[src/rtl/srf_pkg.sv]
package srf_pkg;
  localparam int unsigned BUSY_BIT = 0;
  localparam int unsigned SREF_BIT = 2;

  typedef enum logic [3:0] {
    S_IDLE, S_W_BUSY, S_W_QUIET, S_LVL_SET, S_UPD_ON, S_UPD_OFF, S_W_ACK,
    S_PARKED, S_CLK_ON, S_LVL_CLR, S_XUPD_ON, S_XUPD_OFF, S_W_REL
  } srf_state_e;

  // true for the four states that wait on a status condition
  function automatic logic is_wait(srf_state_e s);
    return (s == S_W_BUSY) || (s == S_W_QUIET) || (s == S_W_ACK) || (s == S_W_REL);
  endfunction

  // condition each wait state is looking for
  function automatic logic wait_met(srf_state_e s, logic busy, logic sref);
    case (s)
      S_W_BUSY:  return busy;
      S_W_QUIET: return !busy;
      S_W_ACK:   return sref;
      S_W_REL:   return !sref;
      default:   return 1'b0;
    endcase
  endfunction

  function automatic logic level_of(srf_state_e s);
    return (s == S_LVL_SET) || (s == S_UPD_ON) || (s == S_UPD_OFF) ||
           (s == S_W_ACK) || (s == S_PARKED) || (s == S_CLK_ON);
  endfunction

  function automatic logic strobe_of(srf_state_e s);
    return (s == S_UPD_ON) || (s == S_XUPD_ON);
  endfunction
endpackage

[src/rtl/srf_status_tap.sv]
module srf_status_tap import srf_pkg::*; #(
  parameter int unsigned STAT_W = 8
) (
  input  logic [STAT_W-1:0] status,
  output logic              busy,
  output logic              sref
);
  logic unused_stat_bits;

  assign busy = status[BUSY_BIT];
  assign sref = status[SREF_BIT];
  assign unused_stat_bits = ^status;
endmodule

[src/rtl/srf_wait_timer.sv]
module srf_wait_timer #(
  parameter int unsigned CNT_W = 16
) (
  input  logic             clk,
  input  logic             rst_n,
  input  logic             restart,
  input  logic             run,
  input  logic [CNT_W-1:0] limit,
  output logic             expired
);
  localparam logic [CNT_W-1:0] ONE = {{(CNT_W-1){1'b0}}, 1'b1};

  logic [CNT_W-1:0] cnt_q;

  assign expired = run && (cnt_q >= limit);

  always_ff @(posedge clk or negedge rst_n) begin
    if (!rst_n)                 cnt_q <= '0;
    else if (restart)           cnt_q <= '0;
    else if (run && !expired)   cnt_q <= cnt_q + ONE;
  end

  AST_TMR_RESTART_ZERO: assert property (@(posedge clk) disable iff (!rst_n)
    restart |=> (cnt_q == '0));
endmodule

[src/rtl/srf_seq_fsm.sv]
module srf_seq_fsm import srf_pkg::*; (
  input  logic clk,
  input  logic rst_n,
  input  logic start,
  input  logic resume,
  input  logic busy,
  input  logic sref,
  input  logic auto_stop,
  input  logic tmo,
  output logic tmr_restart,
  output logic tmr_run,
  output logic sr_level,
  output logic sr_update,
  output logic clk_en,
  output logic done,
  output logic err
);
  srf_state_e state_q, state_d;

  // named internal events
  logic met, ack_seen, rel_seen, tmo_fire, accept_start, accept_resume;

  always_comb begin
    state_d       = state_q;
    met           = wait_met(state_q, busy, sref);
    ack_seen      = 1'b0;
    rel_seen      = 1'b0;
    tmo_fire      = 1'b0;
    accept_start  = 1'b0;
    accept_resume = 1'b0;
    if (is_wait(state_q)) begin
      if (met) begin
        case (state_q)
          S_W_BUSY:  state_d = S_W_QUIET;
          S_W_QUIET: state_d = S_LVL_SET;
          S_W_ACK:   begin state_d = S_PARKED; ack_seen = 1'b1; end
          default:   begin state_d = S_IDLE;   rel_seen = 1'b1; end
        endcase
      end else if (tmo) begin
        tmo_fire = 1'b1;
        state_d  = S_IDLE;
      end
    end else begin
      case (state_q)
        S_IDLE:     if (start)  begin state_d = S_W_BUSY; accept_start = 1'b1; end
        S_LVL_SET:  state_d = S_UPD_ON;
        S_UPD_ON:   state_d = S_UPD_OFF;
        S_UPD_OFF:  state_d = S_W_ACK;
        S_PARKED:   if (resume) begin state_d = S_CLK_ON; accept_resume = 1'b1; end
        S_CLK_ON:   state_d = S_LVL_CLR;
        S_LVL_CLR:  state_d = S_XUPD_ON;
        S_XUPD_ON:  state_d = S_XUPD_OFF;
        S_XUPD_OFF: state_d = S_W_REL;
        default:    state_d = S_IDLE;
      endcase
    end
  end

  assign tmr_restart = (state_d != state_q);
  assign tmr_run     = is_wait(state_q);
  assign sr_level    = level_of(state_q);
  assign sr_update   = strobe_of(state_q);

  always_ff @(posedge clk or negedge rst_n) begin
    if (!rst_n) begin
      state_q <= S_IDLE;
      clk_en  <= 1'b1;
      done    <= 1'b0;
      err     <= 1'b0;
    end else begin
      state_q <= state_d;
      done    <= ack_seen | rel_seen;
      if (ack_seen && auto_stop)          clk_en <= 1'b0;
      else if (accept_resume || tmo_fire) clk_en <= 1'b1;
      if (tmo_fire)          err <= 1'b1;
      else if (accept_start) err <= 1'b0;
    end
  end

  AST_LVL_AFTER_QUIET: assert property (@(posedge clk) disable iff (!rst_n)
    $rose(sr_level) |-> $past(!busy));
  AST_UPD_LEVEL_HELD: assert property (@(posedge clk) disable iff (!rst_n)
    sr_update |-> $stable(sr_level));
  AST_UPD_ONE_CYCLE: assert property (@(posedge clk) disable iff (!rst_n)
    sr_update |=> !sr_update);
  AST_DONE_ONE_CYCLE: assert property (@(posedge clk) disable iff (!rst_n)
    done |=> !done);
  AST_CLK_STOP_ON_ACK: assert property (@(posedge clk) disable iff (!rst_n)
    $fell(clk_en) |-> ($past(sref && auto_stop) && done));
  AST_CLK_BEFORE_CLEAR: assert property (@(posedge clk) disable iff (!rst_n)
    $fell(sr_level) |-> clk_en);
  AST_DONE_MATCHES_STATUS: assert property (@(posedge clk) disable iff (!rst_n)
    done |-> ($past(sref) == sr_level));
  AST_ERR_IDLE_OUTPUTS: assert property (@(posedge clk) disable iff (!rst_n)
    $rose(err) |-> (!sr_level && !sr_update && clk_en));
  AST_ERR_CLEAR_ON_START: assert property (@(posedge clk) disable iff (!rst_n)
    $fell(err) |-> $past(start));
endmodule

[src/rtl/srf_handshake_ctrl.sv]
module srf_handshake_ctrl #(
  parameter int unsigned STAT_W = 8,
  parameter int unsigned TMO_W  = 16
) (
  input  logic              clk,
  input  logic              rst_n,
  input  logic              start_cmd,
  input  logic              resume_cmd,
  input  logic              auto_clk_stop,
  input  logic [TMO_W-1:0]  timeout_limit,
  input  logic [STAT_W-1:0] mc_status,
  output logic              sref_level,
  output logic              sref_update,
  output logic              dram_clk_en,
  output logic              seq_done,
  output logic              tmo_err
);
  logic st_busy, st_sref;
  logic tmr_restart, tmr_run, tmr_expired;

  srf_status_tap #(.STAT_W(STAT_W)) tap_i (
    .status (mc_status),
    .busy   (st_busy),
    .sref   (st_sref)
  );

  srf_wait_timer #(.CNT_W(TMO_W)) tmr_i (
    .clk     (clk),
    .rst_n   (rst_n),
    .restart (tmr_restart),
    .run     (tmr_run),
    .limit   (timeout_limit),
    .expired (tmr_expired)
  );

  srf_seq_fsm fsm_i (
    .clk         (clk),
    .rst_n       (rst_n),
    .start       (start_cmd),
    .resume      (resume_cmd),
    .busy        (st_busy),
    .sref        (st_sref),
    .auto_stop   (auto_clk_stop),
    .tmo         (tmr_expired),
    .tmr_restart (tmr_restart),
    .tmr_run     (tmr_run),
    .sr_level    (sref_level),
    .sr_update   (sref_update),
    .clk_en      (dram_clk_en),
    .done        (seq_done),
    .err         (tmo_err)
  );
endmodule

[config.mk]
export PLATFORM = sky130hd
export DESIGN_NAME = srf_handshake_ctrl
export DESIGN_NICKNAME = d
export VERILOG_FILES = /design/src/rtl/srf_pkg.sv /design/src/rtl/srf_status_tap.sv /design/src/rtl/srf_wait_timer.sv /design/src/rtl/srf_seq_fsm.sv /design/src/rtl/srf_handshake_ctrl.sv
export SDC_FILE = /design/constraint.sdc
export NUM_CORES = 1
export LEC_CHECK = 0
export BUFFER_PORTS_ARGS = -buffer_cell sky130_fd_sc_hd__buf_2
export CAP_MARGIN = 20
export CORE_MARGIN = 2
export CORE_UTILIZATION = 50
export DETAILED_ROUTE_END_ITERATION = 8
export PLACE_DENSITY = 0.84
export SYNTH_ARGS = -nofsm -noshare
export SYNTH_HDL_FRONTEND = slang
export SYNTH_HIERARCHICAL = 1
export SYNTH_SLANG_ARGS = --single-unit
[constraint.sdc]
create_clock -name clk -period 4.02 [get_ports clk]
set_input_delay 0.201 -clock clk [delete_from_list [all_inputs] [get_ports clk]]
set_output_delay 0.201 -clock clk [all_outputs]
set_load 0.01 [all_outputs]
==> results of run 1 <==
## flip-flops by register name, summed over array words and instances, names as in the netlist
register and cells:
fsm_i/err 1, tmr_i/cnt_q 16, fsm_i/done 1, fsm_i/clk_en 1, fsm_i/state_q 4
## worst max-delay path by stage
stage | from | end
6_report | tmr_i/cnt_q[13] | tmr_i/cnt_q[0]
5_1_grt | tmr_i/cnt_q[13] | tmr_i/cnt_q[9]
4_1_cts | tmr_i/cnt_q[13] | tmr_i/cnt_q[0]
3_5_place_dp | tmr_i/cnt_q[13] | tmr_i/cnt_q[0]
3_3_place_gp | tmr_i/cnt_q[13] | tmr_i/cnt_q[9]
2_1_floorplan | tmr_i/cnt_q[13] | tmr_i/cnt_q[6]
## critical path, delay by kind of cell (launching register included)
family | cells | cell delay, ps
buffers and inverters | 1 | 300
adder cells (fa/ha/maj) | 1 | 310
flip-flops | 1 | 430
multiplexers | 1 | 270
AO/OA/AOI/OAI | 1 | 110
AND/OR/NAND/NOR | 8 | 2120
## per-layer routing
metal	vias up	GRT usage, %	part of all wire, %
met3	6	3.20	4.3
met5	-	0	0
met1	893	25.9	47
met2	50	32.5	48
met4	0	3.70	0.99
li1	969	-	-
## cells in the mapped netlist (2+ instances only)
cell	count	area (um2)
inv_1	24	90.1
ha_1	17	213
a211o_1	3	26.3
nand3_1	11	55.1
a31oi_1	4	25.0
mux2i_1	2	20.0
a21oi_1	18	90.1
buf_4	5	37.5
a32oi_1	3	26.3
nor3_1	3	15.0
or4_1	5	37.5
clkbuf_1	3	11.3
nor3b_1	3	22.5
or3_1	4	25.0
mux2_2	8	90.1
nor2b_1	9	56.3
o21ba_2	2	20.0
buf_2	3	15.0
nand3b_1	2	15.0
nand2_1	12	45.0
nor2_1	21	78.8
o31ai_1	7	52.6
nor4_1	8	50.1
o21ai_0	4	20.0
nand4b_1	2	17.5
nand4_1	6	37.5
dfrtp_1	22	551
nand2b_1	8	50.1
buf_6	4	45.0
a221o_1	2	20.0
and3_1	3	18.8
## cells in the final DEF (no fill, tap or decap), types with 3 or more instances in the layout
cell type,count
a31oi_1,4
nor2_1,21
nand4_1,6
inv_1,24
nor3_1,3
or3_1,4
nor2b_1,9
a211o_1,3
dfrtp_1,22
a32oi_1,3
nor3b_1,3
o31ai_1,7
nor4_1,8
ha_1,17
nand2_1,12
buf_4,3
or4_1,5
clkbuf_8,3
mux2_2,8
nand3_1,11
a21oi_1,18
nand2b_1,8
o21ai_0,4
and3_1,3
buf_2,27
## power by group through the flow
| stage | Combinational (W) | Clock, W | Sequential (W) |
|---|---|---|---|
| floorplan | 0.000540 | 0 | 0.000302 |
| global placement | 0.000560 | 0 | 0.000369 |
| detailed placement | 0.000570 | 0 | 0.000370 |
| CTS | 0.000573 | 0.000150 | 0.000366 |
| global route | 0.000642 | 0.000159 | 0.000380 |
| finish | 0.000576 | 0.000142 | 0.000368 |
## layout make-up
| class | instances | area [um2] | area share [%] |
|---|---|---|---|
| Timing Repair Buffer | 31 | 168 | 7.30 |
| Sequential cell | 23 | 577 | 25.1 |
| Clock buffer | 4 | 45.0 | 1.96 |
| Multi-Input combinational cell | 190 | 1350 | 59.0 |
| Tap cell | 50 | 62.6 | 2.72 |
| Inverter | 24 | 90.1 | 3.92 |
## metrics by stage
stage / total power, W / worst slack [ps]
floorplan: 0.000842 / 577
global placement: 0.000929 / 485
detailed placement: 0.000941 / 432
CTS: 0.00109 / 417
global route: 0.00118 / 149
finish: 0.00109 / 360
## cell families (layout without fill, tap and decap cells)
logic type                 count (synthesis)  count (layout)  share of synthesized area, %
AOI/OAI and AO/OA                         57              57                          20.2
xor gates and xnor gates                   1               1                         0.411
adders and majority gates                 17              17                          9.97
buffers and inverters                     40              59                          9.50
DFF                                       23              23                          27.0
muxes                                     10              10                          5.16
and+or+nand+nor                          105             105                          27.7
==> metrics.md, run 1 <==
| Metric | Value |
|---|---|
| Outcome | `completed` |
| IO Port Bufs | `27` |
| Max-slew headroom at the worst pin | `53.9%` |
| Cell count of the worst reg-to-reg path | `12` |
| RSZ-0062 raised after global routing | `false` |
| Worst Hold Launch | `start_cmd` |
| Placed cell areas | `2240 um2` |
| Std-Cell Rows | `23` |
| Cell Pwr Density | `473 nW/um2` |
| GRT Overall Usage | `19.2%` |
| Reg-to-reg setup timing slack | `360 ps` |
| Switching part of the total | `44.9%` |
| Initial Util | `52.6%` |
| # resized after CTS | `0` |
| Worst Skew | `1.15 ps` |
| Final setup TNS | `0 ps` |
| Grt total ovfl | `0` |
| Via density | `5.96` |
| Clock Tree Buf Depth | `2` |
| Syn_area_per_cell | `8.43 um2` |
| Post-synth cell types | `56` |
| Final wirelength | `4460 um` |
| Worst endpoint required time | `4170 ps` |
| Clk pwr share | `13.1%` |
| Reg-to-reg startpoint | `tmr_i/cnt_q[13]` |
| Final core occ | `56.6%` |
| Max-cap violation count | `0` |
| Post-synth EDFFs | `0` |
| Synthesis Warnings | `6` |
| Vias in the first global route | `1,795` |
| Most frequent CP cell | `nor2_1` |
| Largest net degree at the start of global routing | `26` |
| Top Ports | `34` |
| Worst slew pin tran | `692 ps` |
| Crit Reg-Reg Endpoint | `tmr_i/cnt_q[0]` |
| Core footprint | `4060 um2` |
| Crit Path Max Fanout | `25` |
| 1st-pass router iterations | `4` |
| Final Hold Viols | `0` |
| Yosys reg bits | `23` |
| Layout Cells excl Fill | `322` |
| Synth Cell Area | `2130 um2` |
| Fill cells | `354` |
| Die Span Y | `69.3 um` |
| Layout cells sized above 1 | `19.5%` |
| Hold depth | `2` |
| Worst Path Arrival | `3810 ps` |
| Most used DFF post-synth | `dfrtp_1` |
| Antenna viol nets, final | `0` |
| Slowest cell on crit path | `or3b_2` |
| Seq pwr share | `33.8%` |
| Post CTS Setup Buffer Count | `0` |
| Worst Hold Class | `input pin to register` |
| Net Count, Synth | `299` |
| GPL Wtd Cong | `0.898` |
| Worst-skew pair later-pin latency | `260 ps` |
| Chip Width | `69.3 um` |
| CP Launch Type | `register` |
| Slowest Stage Delay on Critical Path | `490 ps` |
| Root Buffer | `clkbuf_8` |
| Seq/Total Area, Yosys | `27.0%` |
| DIE AREA | `4810 um2` |
| Fin area | `2300 um2` |
| Placed cell count | `317` |
| Highest Clock Rate | `273 MHz` |
| Hold_buf cts | `1` |
| Tmin final | `3660 ps` |
| First-pass GRT wire length | `7870 um` |
| TritonCTS buffer count | `3` |
| Area Growth Syn to Fin | `7.62%` |
| WHS | `157 ps` |
| Clock transition at path regs | `80 ps` |
| Final setup viols | `0` |
| Psw | `0.000487 W` |
| Slew Viols, Final | `0` |
| Period utilisation layout | `91.1%` |
| Syn Inst Count | `253` |
| Leakage | `1.04 nW` |
| 1st-iter DRT viols | `197` |
| Via count | `1,918` |
| Initial antenna violation count | `0` |
| Final HPWL from detailed placement | `3270 um` |
| WS Path Type | `register to register` |
| Post-layout nets | `319` |
| Cells along the critical path | `ha_1, nand4_1, or3_1, nand3_1, nor2_1, nor2_1, nor2_1, or3b_2, o2111ai_1, buf_4, nor2_1, mux2_2` |
| CTS tree | `built` |
| Worst Setup End Kind | `register` |
| Clock sink count | `23` |
| WL/cell | `13.8 um` |
| Gate power share | `53.1%` |
| Asr flop ratio synth | `100%` |
| Int Power | `0.000599 W` |
| Hold Path End | `fsm_i/err` |
| Post-route DRC violation count | `0` |
| Ant diodes | `0` |
| VDD IR-drop max | `0.317 mV` |
| H-Tree Depth | `1` |
Power figures use the tool's default switching activity.
==> inputs of run 2 (changes only) <==
--- a/config.mk
+++ b/config.mk
@@ -10,6 +10,7 @@
 export CORE_MARGIN = 2
 export CORE_UTILIZATION = 50
 export DETAILED_ROUTE_END_ITERATION = 8
+export GPL_TIMING_DRIVEN = 0
 export PLACE_DENSITY = 0.84
 export SYNTH_ARGS = -nofsm -noshare
 export SYNTH_HDL_FRONTEND = slang
==> metrics.md, run 2 (same netlist as run 1, synthesis figures left out) <==
| Metric | Value |
|---|---|
| Layout cells sized above 1 | `23.2%` |
| Via density | `6.16` |
| Switching part of the total | `45.3%` |
| Max-slew headroom at the worst pin | `64.2%` |
| Final setup margin | `374 ps` |
| WL/cell | `15.2 um` |
| 1st-pass router iterations | `4` |
| Slowest cell on crit path | `or3b_2` |
| Worst slew pin tran | `537 ps` |
| Worst endpoint required time | `4180 ps` |
| Tmin final | `3650 ps` |
| Antenna viol nets, final | `0` |
| DIE AREA | `4810 um2` |
| Int Power | `0.000661 W` |
| Initial Util | `52.6%` |
| TritonCTS buffer count | `3` |
| Worst Skew | `6.10 ps` |
| CP bufs+invs | `3` |
| Core footprint | `4060 um2` |
| Clock transition at path regs | `90 ps` |
| Cell count of the worst reg-to-reg path | `14` |
| Fill cells | `368` |
| VDD IR-drop max | `0.324 mV` |
| Cell Pwr Density | `504 nW/um2` |
| Final setup TNS | `0 ps` |
| IO Port Bufs | `25` |
| 1st-iter DRT viols | `200` |
| Psw | `0.000547 W` |
| Largest net degree at the start of global routing | `24` |
| Hold Path End | `fsm_i/err` |
| Gate power share | `62.5%` |
| GRT Overall Usage | `21.5%` |
| CTS tree | `built` |
| Worst Hold Class | `input pin to register` |
| Placed cell areas | `2320 um2` |
| Outcome | `completed` |
| Seq pwr share | `24.9%` |
| Final setup viols | `0` |
| Final wirelength | `5070 um` |
| Clock Tree Buf Depth | `2` |
| Clk pwr share | `12.5%` |
| Chip Width | `69.3 um` |
| H-Tree Depth | `1` |
| Top reg by flops | `tmr_i/cnt_q` |
| Crit Reg-Reg Endpoint | `tmr_i/cnt_q[10]` |
| Leakage | `1.10 nW` |
| RSZ-0062 raised after global routing | `false` |
| Most frequent CP cell | `nor2_1` |
| Top flop regs | `tmr_i/cnt_q: 16 flops, fsm_i/state_q: 4 flops` |
| WS Path Type | `register to register` |
| Worst-skew pair later-pin latency | `270 ps` |
| CP Launch Type | `register` |
| Worst Setup End Kind | `register` |
| Area Growth Syn to Fin | `12.4%` |
| Top Ports | `34` |
| Slew Viols, Final | `0` |
| Highest Clock Rate | `274 MHz` |
| Crit Path Max Fanout | `10` |
| Final HPWL from detailed placement | `3830 um` |
| Period utilisation layout | `90.7%` |
| Reg-to-reg setup timing slack | `370 ps` |
| Root Buffer | `clkbuf_8` |
| Ant diodes | `0` |
| First-pass GRT wire length | `8670 um` |
| Worst Path Arrival | `3800 ps` |
| Max-cap violation count | `0` |
| Commonest non-fill, non-tap cells in the layout | `buf_2, inv_1, dfrtp_1` |
| Place WS | `-130 ps` |
| Post-layout nets | `331` |
| Std-Cell Rows | `23` |
| Die Span Y | `69.3 um` |
| Reg-to-reg startpoint | `tmr_i/cnt_q[13]` |
| Post-route DRC violation count | `0` |
| Worst path top cell family by delay | `simple AND/OR/NAND/NOR gates` |
| Cells along the critical path | `ha_1, nand4_1, a211o_1, o31ai_2, buf_2, nor2_1, nor2_1, clkbuf_2, nor2_1, or3b_2, o2111ai_2, clkbuf_2, nor2_1, mux2_2` |
| Most common cell after layout, fill and taps aside | `buf_2` |
| Grt total ovfl | `0` |
| Via count | `2,059` |
| Clock sink count | `23` |
| Fin area | `2400 um2` |
| Hold depth | `2` |
| WHS | `141 ps` |
| Worst Hold Launch | `start_cmd` |
| Slowest Stage Delay on Critical Path | `480 ps` |
| Vias in the first global route | `1,858` |
| Max reg flops | `16` |
| Initial antenna violation count | `0` |
| Final Hold Viols | `0` |
| GPL Wtd Cong | `0.950` |
==> run 2: through the flow <==
stage	std cells	utilization [%]	power, W
6_report	334	59.1	0.00121
5_1_grt	334	59.1	0.00129
4_1_cts	333	58.8	0.00118
3_5_place_dp	328	57.2	0.00101
3_3_place_gp	328	57.2	0.00100
2_1_floorplan	253	-	0.000842
==> run 2: layout make-up <==
cell class / count / area, um2 / share of cell area [%]
timing repair buffer: 27 / 143 / 5.95
sequential: 23 / 577 / 24.1
multi-input combinational: 190 / 1360 / 56.7
inverter: 24 / 90.1 / 3.76
tap: 50 / 62.6 / 2.61
buffer: 16 / 116 / 4.85
clock inverter: 1 / 7.51 / 0.313
clock buffer: 3 / 41.3 / 1.72
==> run 2: timing repair <==
item,CTS,global route
hold buffers,1,0
gates resized for setup,1,6
buffers inserted,0,1
endpoints found under the hold margin,22,0
cloned,0,0
endpoints found under the setup margin,9,12
pin swaps,0,1
==> run 2: how the worst max path moves through the flow <==
stage               startpoint               to  slack [ps]  depth (start not counted)
4_1_cts        tmr_i/cnt_q[13]   tmr_i/cnt_q[6]          50                         14
2_1_floorplan  tmr_i/cnt_q[13]   tmr_i/cnt_q[6]         580                         14
3_5_place_dp   tmr_i/cnt_q[13]   tmr_i/cnt_q[6]        -130                         15
3_3_place_gp   tmr_i/cnt_q[13]   tmr_i/cnt_q[0]        -120                         15
5_1_grt        tmr_i/cnt_q[13]  tmr_i/cnt_q[10]         110                         15
6_report       tmr_i/cnt_q[13]  tmr_i/cnt_q[10]         370                         14
==> run 2: power by group through the flow <==
stage	clock [W]	combinational [W]	sequential [W]
2_1_floorplan	0	0.000540	0.000302
3_3_place_gp	0	0.000699	0.000303
3_5_place_dp	0	0.000711	0.000302
4_1_cts	0.000154	0.000726	0.000299
5_1_grt	0.000165	0.000824	0.000305
6_report	0.000151	0.000755	0.000301
==> run 2: routing by layer <==
metal	share of wire [%]	vias up	wire, um	track usage [%]
met5	0	-	0	0
met4	1.0	0	51	5.01
met3	8.4	7	425	2.62
met2	48	108	2420	37.3
met1	43	951	2170	28.6
li1	-	993	-	-
==> inputs of run 3 (changes only) <==
--- a/config.mk
+++ b/config.mk
@@ -5,6 +5,7 @@
 export SDC_FILE = /design/constraint.sdc
 export NUM_CORES = 1
 export LEC_CHECK = 0
+export ABC_AREA = 1
 export BUFFER_PORTS_ARGS = -buffer_cell sky130_fd_sc_hd__buf_2
 export CAP_MARGIN = 20
 export CORE_MARGIN = 2
==> metrics.md, run 3 <==
| Metric | Value |
|---|---|
| Clock sink count | `23` |
| Worst Setup End Kind | `register` |
| Total chip power | `0.00112 W` |
| Period utilisation layout | `81.0%` |
| Die Span Y | `69.1 um` |
| Syn Inst Count | `316` |
| H-Tree Depth | `1` |
| 1st-iter DRT viols | `175` |
| Most common cell after layout, fill and taps aside | `nand2_1` |
| Most used DFF post-synth | `dfrtp_1` |
| VDD IR-drop max | `0.277 mV` |
| Fill cells | `381` |
| Hold depth | `4` |
| CTS tree | `built` |
| Post CTS Setup Buffer Count | `0` |
| Top Ports | `34` |
| Top reg by flops | `tmr_i/cnt_q` |
| Worst-skew pair later-pin latency | `260 ps` |
| Initial antenna violation count | `0` |
| Net Count, Synth | `362` |
| WS Path Type | `register to register` |
| Top-count cell post-synth | `nand2_1` |
| Worst slew pin tran | `542 ps` |
| DIE AREA | `4780 um2` |
| Slew Viols, Final | `0` |
| CP Launch Type | `register` |
| Vias in the first global route | `1,802` |
| Cell Pwr Density | `472 nW/um2` |
| Leakage | `1.35 nW` |
| Post-synth EDFFs | `0` |
| Tmin final | `3260 ps` |
| Worst Skew | `1.73 ps` |
| Commonest non-fill, non-tap cells in the layout | `nand2_1, inv_1, nor2_1` |
| Post-route DRC violation count | `0` |
| Largest net degree at the start of global routing | `24` |
| Layout cells sized above 1 | `19.1%` |
| 1st-pass router iterations | `4` |
| Top cells by area, synth | `dfrtp_1, nand2_1, ha_1` |
| Final HPWL from detailed placement | `3460 um` |
| Highest Clock Rate | `307 MHz` |
| WL/cell | `11.3 um` |
| Crit Path Max Fanout | `10` |
| Placed cell count | `391` |
| Final setup TNS | `0 ps` |
| Hold Path End | `fsm_i/clk_en` |
| Worst endpoint required time | `4220 ps` |
| Seq/Total Area, Yosys | `27.2%` |
| Grt total ovfl | `0` |
| Crit Reg-Reg Endpoint | `tmr_i/cnt_q[14]` |
| Clock Tree Buf Depth | `2` |
| GPL Wtd Cong | `0.947` |
| Worst Path Arrival | `3460 ps` |
| Core footprint | `4030 um2` |
| Final setup viols | `0` |
| TritonCTS buffer count | `3` |
| Layout Cells excl Fill | `396` |
| IO Port Bufs | `25` |
| Reg-to-reg setup timing slack | `760 ps` |
| Synth Cell Area | `2120 um2` |
| Top flop regs | `tmr_i/cnt_q: 16 flops, fsm_i/state_q: 4 flops` |
| Final Hold Viols | `0` |
| Synth top cells by count | `nand2_1, inv_1, nor2_1, nand3_1, dfrtp_1` |
| Std-Cell Rows | `23` |
| Max reg flops | `16` |
| Initial Util | `52.7%` |
| First-pass GRT wire length | `7890 um` |
| Asr flop ratio synth | `100%` |
| Antenna viol nets, final | `0` |
| Clock transition at path regs | `80 ps` |
| GRT Overall Usage | `19.6%` |
| Ant diodes | `0` |
| Worst Hold Class | `input pin to register` |
| Via count | `2,022` |
| Chip Width | `69.1 um` |
| Post-synth cell types | `35` |
| Synthesis Warnings | `6` |
| Post-layout nets | `393` |
| Via density | `5.11` |
| Max-cap violation count | `0` |
| Syn_area_per_cell | `6.72 um2` |
| Area leader, netlist | `dfrtp_1` |
| Worst Hold Launch | `auto_clk_stop` |
| Final wirelength | `4490 um` |
| Top-area cell type share of the netlist area | `25.9%` |
| Cell count of the worst reg-to-reg path | `21` |
| Reg-to-reg startpoint | `tmr_i/cnt_q[3]` |
| Yosys reg bits | `23` |
| Root Buffer | `clkbuf_8` |
| Max-slew headroom at the worst pin | `63.9%` |
| Area Growth Syn to Fin | `11.4%` |
| RSZ-0062 raised after global routing | `false` |
| Outcome | `completed` |
run 3: changes by cell type after synthesis, sizes merged, moves of 9 or more:
cell	delta
nor2	+16
nor2b	-9
inv	+27
nand3	+22
nand2b	-9
nand2	+93
run 3: layout make-up:
cell class	instances	area [um2]	area share [%]
multi-input cells	234	1310	55.2
inverters	52	195	8.25
repair buffers	26	135	5.71
well taps	50	62.6	2.65
clock buffers	4	45.0	1.90
plain buffers	7	43.8	1.85
flip-flops and latches	23	577	24.4
run 3: repair_timing:
item                                    4_1_cts  5_1_grt
endpoints found under the setup margin        0        0
hold endpoints to repair                     22        0
hold buffers                                  1        0
resized for setup                             0        0
run 3: per-layer routing:
metal  global-route usage, %  vias to the layer above  share of wire, %
met4                    4.36                        0              0.56
li1                        -                     1057                 -
met3                    2.19                        4               6.1
met5                       0                        -                 0
met2                    33.0                       65                48
met1                    27.1                      896                46
run 3: metrics by stage:
stage          instance area, um2  utilization (%)  hold slack [ps]  setup WS (ps)
2_1_floorplan                2120                -            -94.6           1370
3_3_place_gp                 2310             57.3              212            895
3_5_place_dp                 2310             57.3              222            856
4_1_cts                      2360             58.7              197            785
5_1_grt                      2360             58.7              202            465
6_report                     2360             58.7              205            763
run 3: critical path: stages, from the launching register on:
cell and delay [ps]:
dfrtp_1 460, ha_1 330, nand2_1 70, nor2_1 110, nor2_1 50, nand2_1 50, nand2_1 50, nand2_1 100
nand2_2 90, a21oi_1 230, inv_1 130, nand2_1 90, nand3_2 80, nand3_2 90, nand3_1 70, nand2_1 90
nand3_2 130, inv_1 120, clkbuf_1 370, buf_2 320, nand3_1 120, nand2_1 80
run 3: logic make-up (layout without fill, tap and decap cells):
kind of cell / count (synthesis) / count (layout) / synth area share (%)
AOI/OAI and AO/OA: 25 / 25 / 6.90
xor gates and xnor gates: 4 / 4 / 1.65
adders and majority gates: 17 / 17 / 10.0
buffers and inverters: 59 / 89 / 11.3
DFF: 23 / 23 / 27.2
and+or+nand+nor: 188 / 188 / 43.0
run 3: how the worst max path moves through the flow:
| stage | start | to | slack (ps) | cells past startpoint |
|---|---|---|---|---|
| floorplan | tmr_i/cnt_q[3] | tmr_i/cnt_q[4] | 1370 | 21 |
| global placement | tmr_i/cnt_q[3] | tmr_i/cnt_q[1] | 900 | 21 |
| detailed placement | tmr_i/cnt_q[3] | tmr_i/cnt_q[0] | 860 | 21 |
| CTS | tmr_i/cnt_q[3] | tmr_i/cnt_q[14] | 780 | 21 |
| global route | tmr_i/cnt_q[3] | tmr_i/cnt_q[14] | 460 | 21 |
| finish | tmr_i/cnt_q[3] | tmr_i/cnt_q[14] | 760 | 21 |
run 3: report_power, final:
group | internal, W | switching (W) | leakage (nW)
Combinational | 0.000209 | 0.000454 | 1.02
Clock | 0.0000708 | 0.0000774 | 0.0228
Sequential | 0.000265 | 0.0000403 | 0.311
Total | 0.000545 | 0.000571 | 1.35
